**src/rtl/hrs_pkg.sv**
```systemverilog
package hrs_pkg;
    typedef enum logic [2:0] {
        ST_HOLD,
        ST_RESTORE,
        ST_FILL,
        ST_RELOAD,
        ST_READY
    } seq_state_t;
endpackage

```
**src/rtl/hrs_pin_filter.sv**
```systemverilog
module hrs_pin_filter #(
    parameter int LOW_MIN = 4
) (
    input  logic clk,
    input  logic por,
    input  logic pin_n,
    output logic pin_high,
    output logic qual
);
    localparam int CW = $clog2(LOW_MIN + 1);

    logic          s1_q;
    logic          s2_q;
    logic [CW-1:0] low_cnt_q;

    always_ff @(posedge clk or posedge por) begin
        if (por) begin
            s1_q      <= 1'b0;
            s2_q      <= 1'b0;
            low_cnt_q <= '0;
        end else begin
            s1_q <= pin_n;
            s2_q <= s1_q;
            if (s2_q) begin
                low_cnt_q <= '0;
            end else if (low_cnt_q != CW'(LOW_MIN)) begin
                low_cnt_q <= low_cnt_q + 1'b1;
            end
        end
    end

    assign pin_high = s2_q;
    assign qual     = !s2_q && (low_cnt_q == CW'(LOW_MIN - 1));

    AST_QUAL_SINGLE: assert property (@(posedge clk) disable iff (por)
        qual |=> !qual);
endmodule

```
**src/rtl/hrs_step_ctr.sv**
```systemverilog
module hrs_step_ctr #(
    parameter int LAST = 15,
    localparam int W = (LAST < 1) ? 1 : $clog2(LAST + 1)
) (
    input  logic         clk,
    input  logic         por,
    input  logic         clr,
    input  logic         inc,
    output logic [W-1:0] cnt,
    output logic         last
);
    logic [W-1:0] cnt_q;

    always_ff @(posedge clk or posedge por) begin
        if (por) begin
            cnt_q <= '0;
        end else if (clr) begin
            cnt_q <= '0;
        end else if (inc) begin
            cnt_q <= cnt_q + 1'b1;
        end
    end

    assign cnt  = cnt_q;
    assign last = (cnt_q == W'(LAST));

    AST_CTR_BOUND: assert property (@(posedge clk) disable iff (por)
        cnt_q <= W'(LAST));
endmodule

```
**src/rtl/hrs_fsm.sv**
```systemverilog
module hrs_fsm
    import hrs_pkg::*;
(
    input  logic clk,
    input  logic por,
    input  logic pin_high,
    input  logic qual,
    input  logic fill_last,
    input  logic cfg_last,
    output logic fill_clr,
    output logic fill_inc,
    output logic cfg_clr,
    output logic cfg_inc,
    output logic op_abort,
    output logic out_hiz,
    output logic vol_restore,
    output logic bank_clear,
    output logic buf_we,
    output logic cfg_reload,
    output logic ready
);
    seq_state_t state_q;
    seq_state_t state_d;

    always_ff @(posedge clk or posedge por) begin
        if (por) begin
            state_q <= ST_HOLD;
        end else begin
            state_q <= state_d;
        end
    end

    always_comb begin
        state_d = state_q;
        unique case (state_q)
            ST_HOLD:    if (pin_high)  state_d = ST_RESTORE;
            ST_RESTORE:                state_d = ST_FILL;
            ST_FILL:    if (fill_last) state_d = ST_RELOAD;
            ST_RELOAD:  if (cfg_last)  state_d = ST_READY;
            ST_READY:                  state_d = ST_READY;
            default:                   state_d = ST_HOLD;
        endcase
        if (qual && state_q != ST_HOLD) begin
            state_d = ST_HOLD;
        end
    end

    always_comb begin
        op_abort    = 1'b0;
        out_hiz     = 1'b1;
        vol_restore = 1'b0;
        bank_clear  = 1'b0;
        buf_we      = 1'b0;
        cfg_reload  = 1'b0;
        ready       = 1'b0;
        fill_clr    = 1'b1;
        fill_inc    = 1'b0;
        cfg_clr     = 1'b1;
        cfg_inc     = 1'b0;
        unique case (state_q)
            ST_HOLD:    op_abort = 1'b1;
            ST_RESTORE: begin
                vol_restore = 1'b1;
                bank_clear  = 1'b1;
            end
            ST_FILL: begin
                buf_we   = 1'b1;
                fill_clr = 1'b0;
                fill_inc = 1'b1;
            end
            ST_RELOAD: begin
                cfg_reload = 1'b1;
                cfg_clr    = 1'b0;
                cfg_inc    = 1'b1;
            end
            ST_READY: begin
                out_hiz = 1'b0;
                ready   = 1'b1;
            end
            default:    op_abort = 1'b1;
        endcase
    end

    AST_RESTART_ON_QUAL: assert property (@(posedge clk) disable iff (por)
        qual |=> (state_q == ST_HOLD));
    AST_READY_AFTER_RELOAD: assert property (@(posedge clk) disable iff (por)
        $rose(ready) |-> $past(cfg_reload));
    AST_FILL_AFTER_RESTORE: assert property (@(posedge clk) disable iff (por)
        $rose(buf_we) |-> $past(vol_restore) && $past(bank_clear));
    AST_NO_ABORT_IN_INIT: assert property (@(posedge clk) disable iff (por)
        (buf_we || cfg_reload || vol_restore) |-> !op_abort);
endmodule

```
**src/rtl/hw_reset_seq.sv**
```systemverilog
module hw_reset_seq #(
    parameter int BUF_DEPTH  = 512,
    parameter int BUF_DW     = 8,
    parameter int CFG_CYCLES = 16,
    parameter int LOW_MIN    = 4,
    localparam int AW = $clog2(BUF_DEPTH)
) (
    input  logic              clk,
    input  logic              por_i,
    input  logic              rst_pin_n,
    output logic              op_abort,
    output logic              out_hiz,
    output logic              vol_restore,
    output logic              bank_clear,
    output logic              buf_we,
    output logic [AW-1:0]     buf_addr,
    output logic [BUF_DW-1:0] buf_wdata,
    output logic              cfg_reload,
    output logic              ready
);
    localparam int CFG_W = (CFG_CYCLES - 1 < 1) ? 1 : $clog2(CFG_CYCLES);

    logic             pin_high;
    logic             qual;
    logic             fill_clr;
    logic             fill_inc;
    logic             fill_last;
    logic             cfg_clr;
    logic             cfg_inc;
    logic             cfg_last;
    logic [CFG_W-1:0] cfg_cnt;

    hrs_pin_filter #(.LOW_MIN(LOW_MIN)) u_filter (
        .clk      (clk),
        .por      (por_i),
        .pin_n    (rst_pin_n),
        .pin_high (pin_high),
        .qual     (qual)
    );

    hrs_step_ctr #(.LAST(BUF_DEPTH - 1)) u_fill_ctr (
        .clk  (clk),
        .por  (por_i),
        .clr  (fill_clr),
        .inc  (fill_inc),
        .cnt  (buf_addr),
        .last (fill_last)
    );

    hrs_step_ctr #(.LAST(CFG_CYCLES - 1)) u_cfg_ctr (
        .clk  (clk),
        .por  (por_i),
        .clr  (cfg_clr),
        .inc  (cfg_inc),
        .cnt  (cfg_cnt),
        .last (cfg_last)
    );

    hrs_fsm u_fsm (
        .clk         (clk),
        .por         (por_i),
        .pin_high    (pin_high),
        .qual        (qual),
        .fill_last   (fill_last),
        .cfg_last    (cfg_last),
        .fill_clr    (fill_clr),
        .fill_inc    (fill_inc),
        .cfg_clr     (cfg_clr),
        .cfg_inc     (cfg_inc),
        .op_abort    (op_abort),
        .out_hiz     (out_hiz),
        .vol_restore (vol_restore),
        .bank_clear  (bank_clear),
        .buf_we      (buf_we),
        .cfg_reload  (cfg_reload),
        .ready       (ready)
    );

    assign buf_wdata = '1;

    AST_ADDR_STEP: assert property (@(posedge clk) disable iff (por_i)
        (buf_we && $past(buf_we)) |-> (buf_addr == $past(buf_addr) + 1'b1));
    AST_FILL_FROM_ZERO: assert property (@(posedge clk) disable iff (por_i)
        $rose(buf_we) |-> (buf_addr == '0));
    AST_HIZ_WHEN_BUSY: assert property (@(posedge clk) disable iff (por_i)
        !ready |-> out_hiz);
endmodule

```
**config.mk**
```make
export PLATFORM = sky130hd
export DESIGN_NAME = hw_reset_seq
export DESIGN_NICKNAME = d
export VERILOG_FILES = /design/src/rtl/hrs_pkg.sv /design/src/rtl/hrs_pin_filter.sv /design/src/rtl/hrs_step_ctr.sv /design/src/rtl/hrs_fsm.sv /design/src/rtl/hw_reset_seq.sv
export SDC_FILE = /design/constraint.sdc
export NUM_CORES = 1
export LEC_CHECK = 0
export CAP_MARGIN = 20
export CELL_PAD_IN_SITES_DETAIL_PLACEMENT = 0
export CELL_PAD_IN_SITES_GLOBAL_PLACEMENT = 1
export CORE_MARGIN = 5
export CORE_UTILIZATION = 38
export CTS_CLUSTER_DIAMETER = 40
export CTS_CLUSTER_SIZE = 40
export DETAILED_ROUTE_END_ITERATION = 10
export PLACE_DENSITY = 0.79
export RECOVER_POWER = 50
export SYNTH_ARGS = -nofsm -noshare
export SYNTH_HDL_FRONTEND = slang
export SYNTH_SLANG_ARGS = --single-unit
```
**constraint.sdc**
```tcl
create_clock -name clk -period 2.32 [get_ports clk]
set_input_delay 0.464 -clock clk [delete_from_list [all_inputs] [get_ports clk]]
set_output_delay 0.464 -clock clk [all_outputs]
set_load 0.01 [all_outputs]
```
Word level (Yosys, flattened, before mapping):

Index checks and enable logic that the tools add are counted.

* output and inout bits: 24
* bits in registers: 21
* word-level logic and storage cells: 47
* input port bits: 3

* equality and inequality tests: 13
* add/sub/neg operators: 3
* reductions and logical operators: 8
* multiplexer cells: 17

Operators with widths (number)
* two-way mux 3 bit: 6
* two-way mux 9 bit: 2
* case mux 3 bit (5 select lines): 1
* adder 9 x 1 -> 9 bit, second input constant: 1
* == test 3 x 2 -> 1 bit, second input constant: 3
* == test 9 bit, second input constant: 1
* inequality test 3 x 2 -> 1 bit, second input constant: 3
* two-way mux 4 bit: 2
* two-way mux 1 bit: 6
* adder 4 x 1 -> 4 bit, second input constant: 1
* == test 4 bit, second input constant: 1
* inequality test 2 bit, second input constant: 2
* OR reduction 4 bit: 1
* adder 3 x 1 -> 3 bit, second input constant: 1
* == test 3 x 1 -> 1 bit, second input constant: 1
* == test 3 bit, second input constant: 1
* zero test 3 bit: 1
* inequality test 3 bit, second input constant: 1
* AND reduction 3 bit: 1
* nonzero test 3 bit: 1
* logical AND 1 bit: 2
* nonzero test 2 bit: 1
* zero test 1 bit: 1

Depth between registers and ports, before layout:

Gate-level depths: netlist of run 1.

* depth in word-level cells: 5
* gate-level depth with buffers: 6
* gate-level depth less buffers: 6

Hierarchy:

A second synthesis of run 1 with hierarchy kept.

* cell total of the unflattened synthesis: 120
* area total of the unflattened synthesis: 1187.4 um^2

By module, submodules not included
* hrs_step_ctr at u_fill_ctr: area an instance 452.9 um^2, cells each 45, seq. area each 225.2 um^2, times used 1
* hrs_fsm: area an instance 234.0 um^2, cells each 27, seq. area each 75.1 um^2, times used 1
* hrs_pin_filter: area an instance 234.0 um^2, cells each 21, seq. area each 125.1 um^2, times used 1
* hrs_step_ctr at u_cfg_ctr: area an instance 202.7 um^2, cells each 18, seq. area each 100.1 um^2, times used 1
* hw_reset_seq: area an instance 63.8 um^2, cells each 9, seq. area each 0.0 um^2, times used 1

Worst setup path after synthesis of run 1:

No wires, ideal clock.

* path kind: reg-to-output
* start: register u_fsm.state_q[2]
* end: output port vol_restore
* path slack: 859 ps
* arrival time: 997 ps
* buffers on the path: 1
* stages on the path, launching flop included: 3
* data required time: 1856 ps
* cell sequence: dfrtp_1 -> nor3b_1 -> buf_4

* word-level cells in the longest chain between the ends: 2

RTL lines
* start: declaration: line hrs_fsm.sv:22 `seq_state_t state_q;`
* start signal: assignment: line hrs_fsm.sv:29 `state_q <= state_d;`
* == test 3 x 1 -> 1 bit
* two-way mux 1 bit
* end: declaration: line hw_reset_seq.sv:13 `output logic vol_restore,`

No other way between the ends.

Final worst setup path of run 1:

* start: register u_fsm.state_q[2]
* end: output port buf_we

* word-level cells in the longest chain between the ends: 2

RTL lines
* == test 3 x 2 -> 1 bit: line hrs_fsm.sv:60 `unique case (state_q)`
* two-way mux 1 bit: line hrs_fsm.sv:60
* end: declaration: line hw_reset_seq.sv:15 `output logic buf_we,`

No other way between the ends.

==> results by group, run 1 <==
Run status
  • Outcome: complete, no violations

Global routing
  • Gr usage total: 10.47%
  • First-pass GRT wire length: 3001 µm
  • Number of global-route vias before repair: 729
  • Total gr overflow: 0
  • Initial antenna violation count: 0
  • Largest net degree at the start of global routing: 22

Clocking
  • Clock Pin Slew Worst Setup and Hold Paths: 110 ps
  • CTS Root Cell: clkbuf_4
  • TritonCTS Sinks: 21
  • CTS H-tree lvls: 1
  • Clock Latency Late Sink: 300 ps
  • # Post-CTS Setup Buffers: 0
  • CTS max path bufs: 2
  • Cts bufs inserted: 3
  • CTS tree: yes

Drt
  • Routed vias: 740
  • Antenna Nets Post-Route: 0
  • Metal2 WL: 807 µm
  • Met3 WL: 119 µm
  • WL/cell: 11.53 µm
  • Via-per-instance ratio: 4.868
  • DRC errors left: 0
  • Detailed Route Iter0 Violations: 20
  • Post-Route WL: 1752 µm
  • 1st-pass router iterations: 4
  • Top routing layer used: met4
  • Met1 WL: 817 µm

Floorplan
  • Die W: 62.03 µm
  • Io pins: 27
  • Cell Rows: 18
  • Full die area: 0.003847 mm²
  • Starting Density: 40.77%
  • Core box area: 0.002522 mm²
  • Die Y: 62.03 µm

Yosys
  • Yosys warnings: 0
  • Post-Synthesis Cells: 101
  • Largest family of logic cells by synthesized area: simple AND/OR/NAND/NOR gates
  • Post-synthesis sequential area ratio: 51.09%
  • Adder-cell share of the synthesized area: 7.299%
  • Synth Area in Simple Gates: 18.49%
  • Compound-gate portion of the synthesized area: 6.813%
  • Post-synthesis mux area share: 0%
  • Netlist cell types: 28
  • #FFs+latches synth: 21
  • Syn Area/Cell: 10.18 µm²
  • Post-Synth XOR/XNOR Area: 5.961%
  • Netlist Area Pre-Place: 0.001028 mm²

STA
  • Final Hold Fails: 0
  • Setup ws final: 164.0 ps
  • Setup violators final: 0
  • Setup TNS Final: 0 ps
  • Max_slew headroom: 28.40%
  • Worst Skew: 3.452 ps
  • Fin. max-slew vios: 0
  • Fmax: 463.8 MHz
  • Final period util: 92.93%
  • Slew at the pin closest to its max-slew limit: 1074 ps
  • Final min period: 2156 ps
  • RSZ-0062 raised after global routing: false

Placed design
  • Placed cell count: 148
  • Setup WS pre-CTS: 468.5 ps
  • HPWL after detailed placement: 1383 µm
  • Final GP Congestion: 0.7328
  • I/O Buffers: 18

Power
  • Max VDD drop: 0.6477 mV
  • Total power: 1.171 mW
  • Power Dens Cells: 944.1 mW/mm²
  • Cell leakage power: 0.5823 nW

Critical path
  • Reg2Reg Setup Slack: 870 ps
  • Required @ worst endpoint: 1860 ps
  • Kind of critical path: flop to output port
  • Worst EP arrival: 1690 ps
  • Startpoint Class: flop
  • Worst setup EP type: output port
  • Critical Path Fanout Max: 6

Min path
  • Hold Crit Class: flop to flop

Layout
  • Area Overhead vs Synth: 20.56%
  • Nets@finish: 132
  • Final Non-Filler Cells: 152
  • Fraction of layout cells with a size suffix above 1: 8.197%
  • Fin util: 49.16%
  • N_diodes: 0

Job
  • Max-cap violation count: 0
worst max-delay path: stages, from the launching register on:
cell             delay (ps)
dfrtp_1                 460
nor2b_2                 210
nand2b_1                110
inv_2                    80
clkdlybuf4s50_1         530
cell families (layout without fill, tap and decap cells):
family          Yosys count  in the layout
xor+xnor                  7              7
flops                    21             21
other cells               1              8
simple gates             36             36
compound gates           12             12
buf+inv                  18             32
fa+ha+maj                 6              6
layout make-up:
cell class / count / area [µm²]
Sequential cell: 21 / 525.5
Tap cell: 30 / 37.54
Multi-Input combinational cell: 69 / 429.2
Clock buffer: 4 / 26.28
Fill cell: 259 / 1282
Inverter: 8 / 30.03
Timing Repair Buffer: 20 / 191.4
synthesized netlist by cell type:
master,n,area [µm²]
nand2_1,6,22.52
nor3b_1,1,7.510
dfrtp_1,21,525.5
and4_1,1,8.760
xor2_1,4,35.03
a21oi_1,5,25.02
a2111oi_0,1,8.760
nor2b_1,1,6.260
xnor2_1,3,26.28
ha_1,6,75.07
nand2b_1,1,6.260
a21oi_2,1,8.760
buf_4,9,67.56
nor2_1,10,37.54
buf_2,1,5.000
o21ai_1,1,5.000
and3_1,1,6.260
nor2b_2,1,8.760
and2_1,2,12.51
o31ai_1,1,7.510
nand4_2,1,12.51
nand3_1,7,35.03
inv_2,2,7.510
or3_1,3,18.77
o21ai_0,3,15.01
conb_1,1,3.750
nand3b_1,1,7.510
inv_1,6,22.52
final timing paths:
kind                                   startpoint                 to  cells after the start
worst max-delay path             u_fsm.state_q[2]             buf_we                      4
worst min-delay path                u_filter.s1_q  u_filter.pin_high                      0
worst max register to register  u_fill_ctr.cnt[0]   u_fsm.state_q[0]                      6
worst min register to register      u_filter.s1_q  u_filter.pin_high                      0
max in group asynchronous                   por_i  u_fill_ctr.cnt[1]                      3
min in group asynchronous                   por_i   u_fsm.state_q[2]                      3
placed cells by master, fill, tap and decap left out, drive strengths merged:
cell type	instances
a2111oi	1
a21oi	6
and2	2
and3	1
and4	1
buf	1
clkbuf	5
clkdlybuf4s50	16
conb	8
dfrtp	21
dlygate4sd3	2
ha	6
inv	8
nand2	6
nand2b	1
nand3	7
nand3b	1
nand4	1
nor2	10
nor2b	2
nor3b	1
o21ai	4
o31ai	1
or3	3
xnor2	3
xor2	4
timing repair:
action                     in CTS  in global routing
hold buffers                    0                  0
gates resized for setup         0                  1
setup endpoints to repair       0                  1
registers in the layout (all words and copies together) (netlist names):
signal	cells
u_fill_ctr.cnt	9
u_cfg_ctr.cnt	4
u_filter.low_cnt_q	3
u_fsm.state_q	3
u_filter.pin_high	1
u_filter.s1_q	1
report_power, final:
group / total, mW / switching (mW) / internal (mW)
Clock: 0.170 / 0.103 / 0.0670
Combinational: 0.460 / 0.232 / 0.228
Sequential: 0.540 / 0.0922 / 0.448
routing by layer:
metal  GRT usage, %  vias to the layer above
met5              0                        -
met4          2.727                        0
met3          3.926                        2
met2          16.12                       25
met1          13.88                      357
li1               -                      356
metrics by stage:
stage | hold WS, ps | instance area [µm²]
after floorplan | 331.2 | 1055
after global placement | 334.9 | 1215
after detailed placement | 347.3 | 1215
after CTS | 372.0 | 1241
after global routing | 378.8 | 1240
final | 368.6 | 1240
Note: power is estimated with default switching activity, not from simulation.
==> run 2: changes to the inputs <==
- CORE_MARGIN: 5 -> 1.5
- REMOVE_ABC_BUFFERS: not set -> 1
==> run 2 against run 1 <==
Compared with the run above: largest power group unchanged; utilization shrank 0.099 points; flip-flop and latch count did not move; critical path type unchanged; non-clock buffer count is the same.
==> results by group, run 2 (synthesis results as in run 1) <==
Global routing
  • Number of global-route vias before repair: 664 (-8.9%)
  • Largest net degree at the start of global routing: 22 (unchanged)
  • Total gr overflow: 0 (unchanged)
  • Gr usage total: 12.95% (+2.5 points)
  • Initial antenna violation count: 0 (unchanged)
  • First-pass GRT wire length: 2849 µm (-5.1%)

Min path
  • Hold endpoint: u_filter.pin_high
  • HP Start: u_filter.s1_q
  • Hold Crit Class: flop to flop
  • WHS Path Cells: 0 (unchanged)

Clocking
  • TritonCTS Sinks: 21 (unchanged)
  • CTS H-tree lvls: 1 (unchanged)
  • CTS Hold Bufs: 0 (unchanged)
  • Cts bufs inserted: 3 (unchanged)
  • Clock Pin Slew Worst Setup and Hold Paths: 100 ps (about the same)
  • # Post-CTS Setup Buffers: 0 (unchanged)
  • Clock Latency Late Sink: 290 ps (about the same)
  • Post_cts resized: 0 (unchanged)
  • CTS max path bufs: 2 (unchanged)
  • CTS tree: yes
  • CTS Root Cell: clkbuf_4

Critical path
  • Worst stage delay on the critical path: 530 ps (about the same)
  • Worst setup EP type: output port
  • RR Startpoint: u_fill_ctr.cnt[0]
  • R2R cell count: 6 (unchanged)
  • Buf/Inv on CP: 2 (unchanged)
  • Critical Path Fanout Max: 6 (unchanged)
  • Required @ worst endpoint: 1860 ps (about the same)
  • Crit Reg-Reg Endpoint: u_fsm.state_q[0]
  • Critical path's slowest cell: clkdlybuf4s50_1
  • Worst setup startpoint: u_fsm.state_q[2]
  • Worst path top cell family by delay: buffers and inverters
  • Critical Path, Cell by Cell: nor2b_2 > nand2b_1 > inv_2 > clkdlybuf4s50_1
  • Startpoint Class: flop
  • Worst EP arrival: 1690 ps (about the same)
  • Reg2Reg Setup Slack: 860 ps (about the same)
  • Kind of critical path: flop to output port

Layout
  • Commonest non-fill, non-tap cell in the layout: dfrtp_1
  • Nets@finish: 132 (unchanged)
  • Area of the multi-input gates: 426.7 µm² (-0.58%)
  • N_diodes: 0 (unchanged)
  • Largest register FFs: 9 (unchanged)
  • Fraction of layout cells with a size suffix above 1: 7.377% (-0.82 points)
  • Fillers: 259 (unchanged)
  • Area Overhead vs Synth: 20.32%
  • Most frequent cells in the layout: dfrtp_1 (21), clkdlybuf4s50_1 (16), nor2_1 (10)
  • Final Non-Filler Cells: 152 (unchanged)
  • Seq. cell area: 525.5 µm² (unchanged)

Placed design
  • Final GP Congestion: 0.7216 (-1.5%)
  • I/O Buffers: 18 (unchanged)
  • HPWL after detailed placement: 1219 µm (-12%)
  • Placed cell count: 148 (unchanged)

Run status
  • Outcome: complete, no violations

STA
  • Final Hold Fails: 0 (unchanged)
  • Fmax: 463.5 MHz (about the same)
  • Max_slew headroom: 27.36% (-1.0 points)
  • Fin. max-slew vios: 0 (unchanged)
  • Final min period: 2157 ps (+1.390 ps)
  • RSZ-0062 raised after global routing: false
  • Final period util: 92.99% (about the same)
  • Slew at the pin closest to its max-slew limit: 1090 ps (+15.70 ps)
  • Setup TNS Final: 0 ps (unchanged)
  • Worst Skew: 3.665 ps (+0.2128 ps)
  • Setup violators final: 0 (unchanged)
  • WHS: 362.3 ps (-6.294 ps)

Power
  • Cell leakage power: 0.5826 nW (about the same)
  • Power Dens Cells: 931.3 mW/mm² (-1.4%)
  • Max VDD drop: 0.5662 mV (-13%)

Floorplan
  • Die Y: 55.03 µm (-11%)
  • Cell Rows: 18 (unchanged)
  • Full die area: 0.003028 mm² (-21%)
  • Starting Density: 40.77% (unchanged)
  • Core box area: 0.002522 mm² (unchanged)
  • Die W: 55.03 µm (-11%)
  • Io pins: 27 (unchanged)

Drt
  • 1st-pass router iterations: 4 (unchanged)
  • Via-per-instance ratio: 4.776 (-1.9%)
  • Routed vias: 726 (-1.9%)
  • Detailed Route Iter0 Violations: 5 (-75%)
  • WL/cell: 10.57 µm (-8.3%)
  • Antenna Nets Post-Route: 0 (unchanged)
  • Post-Route WL: 1607 µm (-8.3%)
  • DRC errors left: 0 (unchanged)

Job
  • Max-cap violation count: 0 (unchanged)
-- run 2: cell counts in the layout (fill, tap and decap cells not counted) --
Identical to the previous run, type by type.
-- run 2: power breakdown --
| group | internal (mW) | switching (mW) |
|---|---|---|
| Sequential | 0.448 | 0.0895 |
| Clock | 0.0668 | 0.0981 |
| Combinational | 0.226 | 0.224 |
| Total | 0.740 | 0.412 |
-- run 2: worst max path at each step --
stage                       to  cells after the start
global route            buf_we                      4
CTS                     buf_we                      4
floorplan           bank_clear                      1
detailed placement  cfg_reload                      4
global placement    cfg_reload                      4
finish                  buf_we                      4
-- run 2: final cells by class --
type	count	area share [%]
flip-flops and latches	21	42.47
inverters	8	2.427
well taps	30	3.033
multi-input cells	69	34.48
clock buffers	4	2.123
repair buffers	20	15.47
-- run 2: metal layers --
metal	share of wire, %	up-vias	GRT usage (%)
li1	-	360	-
met1	50	344	17.97
met2	44	20	20.44
met3	5.4	2	2.688
met4	0.62	0	3.659
met5	0	-	0
-- run 2: metrics by stage --
step | area, µm² | worst slack (ps) | utilization, % | power (mW)
final | 1237 | 162.6 | 49.06 | 1.152
after global routing | 1237 | 36.93 | 49.06 | 1.265
after CTS | 1241 | 140.5 | 49.21 | 1.176
after detailed placement | 1215 | 498.8 | 48.16 | 1.002
after global placement | 1215 | 503.1 | 48.16 | 0.9963
after floorplan | 982.2 | 903.6 | - | 0.7933
==> run 3: changes to the inputs <==
- CAP_MARGIN: 20 -> not set
==> results of run 3 <==
Same layout as run 2: the final DEF is identical, and so are final timing and power.
